**config.mk**
```make
export PLATFORM = sky130hd
export DESIGN_NAME = poll_resp
export DESIGN_NICKNAME = d
export VERILOG_FILES = /design/src/rtl/poll_resp_pkg.sv /design/src/rtl/rd_strobe_det.sv /design/src/rtl/toggle_gen.sv /design/src/rtl/recov_timer.sv /design/src/rtl/poll_resp.sv
export SDC_FILE = /design/constraint.sdc
export NUM_CORES = 1
export LEC_CHECK = 0
export BUFFER_PORTS_ARGS = -buffer_cell sky130_fd_sc_hd__buf_2
export CAP_MARGIN = 20
export CORE_UTILIZATION = 43
export CTS_BUF_LIST = sky130_fd_sc_hd__clkbuf_8 sky130_fd_sc_hd__clkbuf_16
export DETAILED_ROUTE_END_ITERATION = 10
export PLACE_DENSITY_LB_ADDON = 0.1
export SYNTH_ARGS = -nofsm -noshare
export SYNTH_HDL_FRONTEND = slang
export SYNTH_HIERARCHICAL = 1
export SYNTH_SLANG_ARGS = --single-unit
```
**constraint.sdc**
```tcl
create_clock -name clk_i -period 2.9 [get_ports clk_i]
set_input_delay 0.145 -clock clk_i [delete_from_list [all_inputs] [get_ports clk_i]]
set_output_delay 0.145 -clock clk_i [all_outputs]
set_load 0.02 [all_outputs]
```
**src/rtl/poll_resp_pkg.sv**
```systemverilog
package poll_resp_pkg;
  localparam int unsigned DW       = 8;
  localparam int unsigned POLL_BIT = 7;
  localparam int unsigned TOG_BIT  = 6;
  localparam int unsigned RSV_W    = 6;
endpackage

```
**src/rtl/rd_strobe_det.sv**
```systemverilog
module rd_strobe_det (
  input  logic clk_i,
  input  logic rst_ni,
  input  logic ce_ni,
  input  logic oe_ni,
  output logic rd_o,
  output logic start_o
);
  logic rd_q;
  assign rd_o    = ~ce_ni & ~oe_ni;
  assign start_o = rd_o & ~rd_q;
  always_ff @(posedge clk_i or negedge rst_ni)
    if (!rst_ni) rd_q <= 1'b0;
    else         rd_q <= rd_o;
endmodule

```
**src/rtl/toggle_gen.sv**
```systemverilog
module toggle_gen (
  input  logic clk_i,
  input  logic rst_ni,
  input  logic adv_i,
  output logic tog_o
);
  always_ff @(posedge clk_i or negedge rst_ni)
    if (!rst_ni)    tog_o <= 1'b0;
    else if (adv_i) tog_o <= ~tog_o;
endmodule

```
**src/rtl/recov_timer.sv**
```systemverilog
module recov_timer #(
  parameter int unsigned RECOV_CYC = 1000
) (
  input  logic clk_i,
  input  logic rst_ni,
  input  logic busy_i,
  output logic ok_o
);
  localparam int unsigned CW = $clog2(RECOV_CYC + 1);
  localparam logic [CW-1:0] LIM = CW'(RECOV_CYC);
  logic [CW-1:0] cnt_q;
  always_ff @(posedge clk_i or negedge rst_ni)
    if (!rst_ni)           cnt_q <= LIM;
    else if (busy_i)       cnt_q <= '0;
    else if (cnt_q != LIM) cnt_q <= cnt_q + 1'b1;
  assign ok_o = ~busy_i & (cnt_q == LIM);
endmodule

```
**src/rtl/poll_resp.sv**
```systemverilog
module poll_resp
  import poll_resp_pkg::*;
#(
  parameter int unsigned RECOV_CYC = 1000
) (
  input  logic          clk_i,
  input  logic          rst_ni,
  input  logic          ce_ni,
  input  logic          oe_ni,
  input  logic          busy_i,
  input  logic [DW-1:0] last_data_i,
  input  logic [DW-1:0] arr_data_i,
  output logic [DW-1:0] data_o,
  output logic          data_oe_o,
  output logic          wr_ok_o
);
  logic rd, start, tog;
  logic [DW-1:0] stat_w, data_q;

  rd_strobe_det u_det (
    .clk_i(clk_i), .rst_ni(rst_ni), .ce_ni(ce_ni), .oe_ni(oe_ni),
    .rd_o(rd), .start_o(start)
  );

  toggle_gen u_tog (
    .clk_i(clk_i), .rst_ni(rst_ni), .adv_i(start & busy_i), .tog_o(tog)
  );

  recov_timer #(.RECOV_CYC(RECOV_CYC)) u_rec (
    .clk_i(clk_i), .rst_ni(rst_ni), .busy_i(busy_i), .ok_o(wr_ok_o)
  );

  always_comb begin
    stat_w           = '0;
    stat_w[POLL_BIT] = ~last_data_i[POLL_BIT];
    stat_w[TOG_BIT]  = tog;
  end

  // status word replaces array data for the whole of a busy read
  always_ff @(posedge clk_i or negedge rst_ni)
    if (!rst_ni)    data_q <= '0;
    else if (start) data_q <= busy_i ? stat_w : arr_data_i;

  assign data_o    = data_q;
  assign data_oe_o = rd;
endmodule

```
# Word-level counts from Yosys, hierarchy flattened
# Cells that the tools add are included.
# op_classes
n_reduce_logical,1
bitwise_logic,10
eq_ne,2
n_mux,3
n_addsub,1
# op_table
op,count
$mux 10,2
$add 10x1->10 const B,1
$eq 10x10->1 const B,1
$ne 10x10->1 const B,1
$mux 8,1
$not 1->1,6
$and 1x1->1,4
$reduce_bool 2->1,1
# word_totals
inputBits,21
reg_bits,20
word_cells,21
out_inout_bits,10

# Depth between registers and ports, before layout
# Gate-level depths: netlist (run 1).
# depth
depth_word,4
mapped_depth,5
depth_no_buf,5

# Cells and area by module
# Netlist (run 1), hierarchy kept.
# by_module_without_submodules
module,area_each_um2,seq_area_each_um2,instances,cells_each
recov_timer,551.8,257.7,1,56
poll_resp,365.4,200.2,1,36
rd_strobe_det,38.8,25.0,1,3
toggle_gen,33.8,25.0,1,2

# Worst setup path before layout (run 1)
# No wires, ideal clock.
# synth_path
path_kind,register -> output
startpoint,register u_rec.cnt_q[0]
endpoint,output wr_ok_o
t_arrival_ps,1415
path_stages_with_launch,5
setup_slack_ps,1340
t_required_ps,2755
path_buffers,0
cell_sequence,dfrtp_1 > inv_1 > ha_1 > nand4b_1 > nor4_1
# synth_via
elab_chain_len,2
# synth_lines
item,line,text
"start, declared",recov_timer.sv:11,logic [CW-1:0] cnt_q;
"start signal, assigned",recov_timer.sv:15,else if (cnt_q != LIM) cnt_q <= cnt_q + 1'b1;
$eq 10x10->1,recov_timer.sv:16,assign ok_o = ~busy_i & (cnt_q == LIM);
$and 1x1->1,recov_timer.sv:16,
"end, declared",poll_resp.sv:15,output logic wr_ok_o
# Every way passes these cells.

# Final worst setup path (run 1)
# Same ends and word-level chain as after synthesis.

==> run_results.csv, run 1 <==
group,metric,value,unit
power_and_ir_drop,sequentialPowerShare,46.1,%
cells_and_area,regArea,508,sq um
floorplanning,ios,31,
power_and_ir_drop,p_int,0.534,mW
yosys,synthMuxAreaShare,1.01,%
power_and_ir_drop,p_switching,0.175,mW
timing,setup_viol,0,
floorplanning,core_area,2190,sq um
worst_setup_path,reg2reg_depth,3,
place,dp_hpwl,1.30,mm
cells_and_area,multi_input_area,425,sq um
timing,worst_pin_slew,0.914,ns
place,gp_congestion,0.836,
worst_setup_path,critical_path_buf_inv_count,2,
cells_and_area,area_growth,21.5,%
worst_setup_path,endpoint_kind,"primary output",
floorplanning,std_cell_rows,17,
place,port_buffers,23,
worst_setup_path,r2r_start,"u_det/rd_q",
cells_and_area,nets,146,
power_and_ir_drop,combPwrFrac,14.8,%
power_and_ir_drop,swShare,24.7,%
timing,finalSetupTns,0,ns
cts,ctsHoldBuffers,1,
route,route.detailed.drc,0,
worst_setup_path,crit_path_start_kind,"register",
worst_setup_path,slowest_delay,0.43,ns
yosys,yosys.area_share.simple,23.3,%
yosys,synth_nets,120,
yosys,synth_top_family_by_area,"simple AND/OR/NAND/NOR gates",
cts,clock_latency,0.25,ns
worst_setup_path,crit_path_start,"u_rec/cnt_q[0]",
global_routing,grt_max_degree,22,
timing,final.period_utilization,57.6,%
yosys,yosys.area_share.adder,2.53,%
yosys,avgSynthCellArea,10.2,sq um
route,wirelength,1.89,mm
floorplanning,die_h,50.0,um
route,vias,799,
timing,fmax,599,MHz
timing,timing.final.max_slew_violations,0,
worst_setup_path,r2r_slack,1.35,ns
floorplanning,dieArea,2500,sq um
yosys,synthDistinctLibCells,33,
yosys,synth_ff_type,"dfrtp_1",
worst_setup_path,worstPathCellList,"inv_1 > ha_1 > nand4b_1 > nor4_1 > buf_2",
cells_and_area,drive_gt1_share,32.8,%
timing,clock_skew,0.00364,ns
run,cap_violations,0,
yosys,synth_edf_count,0,
global_routing,grt-ovfl-total,0,
power_and_ir_drop,clockPowerShare,39.0,%
worst_setup_path,r2r_end,"u_tog/tog_o",
global_routing,antenna_found_initial,0,
cts,cts_max_path_buffers,2,
timing,period_needed,1.67,ns
global_routing,grt_pass1_wl,3.23,mm
cts,htreeDepth,1,
worst_setup_path,cp_max_fo,5,
cts,cts.sinks,20,
yosys,yosysWarnings,6,
route,ant_nets,0,
global_routing,grt_pass1_vias,721,
route,viasPerCell,5.33,
power_and_ir_drop,p_leak,0.516,nW
global_routing,grt_usage,17.1,%
hold_path,hp-class,"in -> reg",
yosys,async_flop_share,100,%
cts,tritoncts,"yes",
floorplanning,start_util,45.2,%
timing,slew_headroom,38.7,%
yosys,synth-xor-area-share,3.54,%
cts,cts-resized-gates,0,
yosys,syn_area,990,sq um
cts,cts_setup_buffers,0,
cts,path_clk_slew,0.08,ns
timing,hold_viol_final,0,
cells_and_area,diodes,0,
timing,grt_setup_unrepaired,"false",
yosys,ys_seq_area_share,51.3,%
status,status,"complete, no violations",
route,drt_iter0_markers,23,
yosys,syn_inst,97,
worst_setup_path,cp_slowest_cell,"dfrtp_1",
cts,numCtsBuffers,3,
worst_setup_path,worstSetupEndpoint,"wr_ok_o",
yosys,synth-compound-area-share,12.6,%
worst_setup_path,crit_required,2.76,ns
route,dr.pass1.iters,4,
cells_and_area,fill_cells,187,
timing,hold_ws,0.0626,ns
route,wl_per_cell,12.6,um
power_and_ir_drop,p_per_area,589,nW/um^2
worst_setup_path,crit_family,"flip-flops",
floorplanning,dieWidth,50.0,um
worst_setup_path,critical_path_class,"reg -> out",
worst_setup_path,arrival,1.52,ns
yosys,ys_ff_latch,20,
cts,cts_root_buffer,"clkbuf_8",
power_and_ir_drop,ir_drop,0.000421,V
worst_setup_path,crit_cells,5,
==> cell usage after synthesis, drive strengths merged, types with 2 or more instances <==
cell | instances | area [sq um]
nor3 | 3 | 20.0
ha | 2 | 25.0
o21ai | 9 | 45.0
buf | 2 | 15.0
or3 | 3 | 20.0
or4 | 2 | 15.0
dfrtp | 14 | 350
o31ai | 4 | 30.0
dfstp | 6 | 158
nor2 | 5 | 18.8
inv | 10 | 37.5
a21oi | 8 | 43.8
xnor2 | 2 | 17.5
nand2b | 2 | 12.5
nand4 | 5 | 37.5
nand3 | 3 | 15.0
nand3b | 6 | 45.0
xor2 | 2 | 17.5
==> worst min path at each step <==
stage          cells after the start              to  startpoint
6_report                           2      u_det/rd_q       oe_ni
5_1_grt                            2      u_det/rd_q       oe_ni
4_1_cts                            2      u_det/rd_q       oe_ni
3_5_place_dp                       1       data_o[5]      rst_ni
3_3_place_gp                       1  u_rec/cnt_q[1]      rst_ni
2_1_floorplan                      0       data_o[0]      rst_ni
==> through the flow <==
stage	util [%]	instance area, sq um	setup WS (ns)	total power, mW	std cells
after floorplan	-	990	1.34	0.396	97
after global placement	51.2	1120	1.39	0.434	145
after detailed placement	51.2	1120	1.35	0.438	145
after CTS	54.9	1200	1.22	0.720	150
after global routing	54.9	1200	1.09	0.747	150
final	54.9	1200	1.23	0.709	150
==> kinds of logic after synthesis <==
group | after synthesis
simple gates | 35
buf+inv | 13
fa+ha+maj | 2
flops | 20
compound gates | 22
mux | 1
xor+xnor | 4
==> layout make-up <==
type | instances | share of cell area, %
timing repair buffer | 24 | 10.4
tap | 28 | 2.91
sequential | 20 | 42.2
multi-input combinational | 64 | 35.4
clock inverter | 1 | 2.50
clock buffer | 3 | 3.43
inverter | 10 | 3.12
==> layout by cell type (no fill, tap or decap), drive strengths merged, types with 2 or more instances in the layout <==
master / instances
o31ai: 4
clkbuf: 3
nand3: 3
xor2: 2
or4: 2
dfstp: 6
nand3b: 6
inv: 10
nand4: 5
o21ai: 9
xnor2: 2
nor3: 3
dfrtp: 14
or3: 3
nand2b: 2
a21oi: 8
nor2: 5
ha: 2
buf: 23
==> sequential cells by signal, indices dropped and copies added, names as in the netlist <==
| register | count |
|---|---|
| data_o | 8 |
| u_det/rd_q | 1 |
| u_rec/cnt_q | 10 |
| u_tog/tog_o | 1 |
==> metal layers <==
metal,vias to the layer above,track usage (%),share of wire (%)
met1,387,23.5,49
met5,-,0,0
li1,395,-,-
met4,0,7.14,0
met2,17,25.7,48
met3,0,4.01,3.3
==> power groups by stage <==
stage | Sequential (mW) | Combinational (mW) | Clock [mW]
6_report | 0.327 | 0.105 | 0.277
5_1_grt | 0.331 | 0.118 | 0.297
4_1_cts | 0.328 | 0.107 | 0.286
3_5_place_dp | 0.332 | 0.106 | 0
3_3_place_gp | 0.331 | 0.103 | 0
2_1_floorplan | 0.352 | 0.0435 | 0
(Power assumes the default switching activity.)
==> run 2, diff against run 1 <==
--- a/config.mk
+++ b/config.mk
@@ -5,6 +5,7 @@
 export SDC_FILE = /design/constraint.sdc
 export NUM_CORES = 1
 export LEC_CHECK = 0
+export ABC_AREA = 1
 export BUFFER_PORTS_ARGS = -buffer_cell sky130_fd_sc_hd__buf_2
 export CAP_MARGIN = 20
 export CORE_UTILIZATION = 43
==> constraint.sdc (replaced) <==
create_clock -name clk_i -period 1.62 [get_ports clk_i]
set_input_delay 0.081 -clock clk_i [delete_from_list [all_inputs] [get_ports clk_i]]
set_output_delay 0.081 -clock clk_i [all_outputs]
set_load 0.02 [all_outputs]
==> run 2 against run 1 <==
Clock power is 32% higher. Combinational power is 66% higher. Design area is 5.2% higher. Register-to-register slack worse by 1.0 ns. Area after synthesis is 6.4% higher. Utilization is 1.2 points higher. Power is 56% higher. Routed wire length is 11% higher. Largest power group unchanged.
==> run_results.csv, run 2 <==
group,metric,value,unit
run,cap_violations,0,
yosys,netlist_top_cells_count,"nand2_1 (37), inv_1 (21), nand3_1 (21)",
floorplanning,dieArea,2650,sq um
worst_setup_path,critical_path_class,"reg -> out",
global_routing,grt-ovfl-total,0,
timing,clock_skew,0.00253,ns
worst_setup_path,endpoint_kind,"primary output",
status,status,"complete, no violations",
timing,timing.final.max_slew_violations,0,
yosys,synth_edf_count,0,
cells_and_area,max_flop_register,"u_rec/cnt_q",
place,port_buffers,23,
cts,htreeDepth,1,
yosys,ys_seq_area_share,48.2,%
cells_and_area,drive_gt1_share,26.7,%
timing,setup_slack,0.0991,ns
cts,clock_latency,0.25,ns
yosys,syn_inst,137,
route,vias,935,
cells_and_area,area_growth,20.1,%
cts,tritoncts,"yes",
global_routing,grt_pass1_vias,855,
cells_and_area,final_common_cell,"nand2_1",
hold_path,hp-class,"in -> reg",
route,ant_nets,0,
yosys,yosysTopAreaCellShare,33.3,%
yosys,synth_ff_type,"dfrtp_1",
yosys,synthDistinctLibCells,19,
worst_setup_path,cp_max_fo,3,
floorplanning,std_cell_rows,17,
floorplanning,ios,31,
place,pre_cts_slack,0.373,ns
timing,fmax,657,MHz
yosys,avgSynthCellArea,7.69,sq um
route,wl_per_cell,10.9,um
worst_setup_path,crit_required,1.54,ns
floorplanning,core_area,2250,sq um
power_and_ir_drop,p_per_area,875,nW/um^2
worst_setup_path,arrival,1.44,ns
route,dr.pass1.iters,4,
hold_path,hp-start,"arr_data_i[3]",
cts,cts_max_path_buffers,2,
timing,hold_viol_final,0,
yosys,async_flop_share,100,%
route,route.detailed.drc,0,
global_routing,grt_usage,18.1,%
floorplanning,die_h,51.5,um
place,gp_congestion,0.795,
cts,cts_setup_buffers,0,
cells_and_area,largest_reg_flops,10,
power_and_ir_drop,p_leak,0.668,nW
place,dp_hpwl,1.61,mm
worst_setup_path,crit_path_start_kind,"register",
cells_and_area,layout_common_cells,"nand2_1 (37), buf_2 (23), inv_1 (21), nand3_1 (21), dfrtp_1 (14)",
timing,grt_setup_unrepaired,"false",
timing,setup_viol,0,
global_routing,grt_pass1_wl,3.56,mm
global_routing,antenna_found_initial,0,
cts,path_clk_slew,0.07,ns
timing,finalSetupTns,0,ns
cts,numCtsBuffers,3,
yosys,yosysWarnings,6,
yosys,ys_ff_latch,20,
cells_and_area,diodes,0,
timing,slew_headroom,70.7,%
cells_and_area,nets,189,
cts,cts.sinks,20,
route,drt_iter0_markers,23,
yosys,synth_nets,160,
power_and_ir_drop,ir_drop,0.000720,V
timing,period_needed,1.52,ns
yosys,syn_area,1050,sq um
yosys,yosys.area.top_type,"dfrtp_1",
cts,cts-resized-gates,0,
route,wirelength,2.10,mm
cts,cts_root_buffer,"clkbuf_8",
yosys,ys_top_cells_by_area,"dfrtp_1 (33%), dfstp_2 (15%), nand2_1 (13%)",
worst_setup_path,crit_path_start,"u_rec/cnt_q[7]",
global_routing,grt_max_degree,21,
power_and_ir_drop,power.total,1.11,mW
route,viasPerCell,4.84,
timing,final.period_utilization,93.9,%
floorplanning,dieWidth,51.5,um
yosys,yosysMostFrequentCell,"nand2_1",
worst_setup_path,r2r_start,"u_rec/cnt_q[1]",
timing,worst_pin_slew,0.439,ns
floorplanning,start_util,46.7,%
## run 2: cell count changes in the layout (fill, tap and decap cells not counted), sizes merged, moves of 3 or more
cell,change
or3,-3
a21oi,-4
inv,+13
nand3,+19
nor2,+8
nand3b,-6
nand2,+39
o31ai,-4
o21ai,-6
## run 2: final timing paths
kind	to	slack, ns	cells past startpoint
max in group asynchronous	u_rec/cnt_q[3]	0.99	2
worst min register to register	data_o[5]	0.48	2
worst max register to register	u_rec/cnt_q[6]	0.35	7
min in group asynchronous	u_rec/cnt_q[4]	0.30	2
worst min-delay path	data_o[3]	0.05	3
worst max-delay path	wr_ok_o	0.1	5
## run 2: critical path, stage by stage (launching register included)
cell and delay [ns]:
dfstp_2 0.55, nand2_1 0.09, nor3_1 0.20, nand3_1 0.09, nor2_1 0.09, buf_2 0.16
## run 2: cells by family (layout without fill, tap and decap cells)
| family | after synthesis | after routing | share of synthesized area [%] |
|---|---|---|---|
| AND/OR/NAND/NOR | 81 | 81 | 35.3 |
| buffers and inverters | 26 | 54 | 9.98 |
| flip-flops | 20 | 20 | 48.2 |
| AO/OA/AOI/OAI | 7 | 7 | 3.33 |
| adder cells (fa/ha/maj) | 2 | 2 | 2.37 |
| XOR/XNOR | 1 | 1 | 0.832 |
## run 2: report_power, final
group	internal [mW]	switching, mW	total [mW]	leakage, nW
combinational	0.0630	0.111	0.174	0.396
clock	0.216	0.151	0.367	0.0288
sequential	0.540	0.0253	0.565	0.243
total	0.819	0.288	1.11	0.668
## run 2: cell type report
cell class              instances  area, sq um
multi-input cells              91          440
well taps                      28         35.0
inverters                      25         93.8
repair buffers                 25          133
fillers                       232          990
clock buffers                   4         55.1
flip-flops and latches         20          508
## run 2: what timing repair did
action	in CTS	in global routing
setup endpoints to repair	0	0
hold endpoints to repair	14	0
hold buffers	1	0
## run 2: per-stage QoR
step,util [%],cell area (sq um),hold WS [ns],std cells
final,56.1,1260,0.0505,193
after global routing,56.1,1260,0.0560,193
after CTS,56.1,1260,0.0467,193
after detailed placement,53.2,1200,0.0589,188
after global placement,53.2,1200,0.0464,188
after floorplan,-,1050,-0.215,137
## run 2: routing by layer
metal | vias up | GRT usage, % | share of wire (%) | routed length [um]
met3 | 2 | 5.26 | 4.8 | 100
met4 | 0 | 4.95 | 0.43 | 9
met1 | 427 | 23.2 | 45 | 941
li1 | 484 | - | - | -
met2 | 22 | 29.7 | 50 | 1050
met5 | - | 0 | 0 | 0
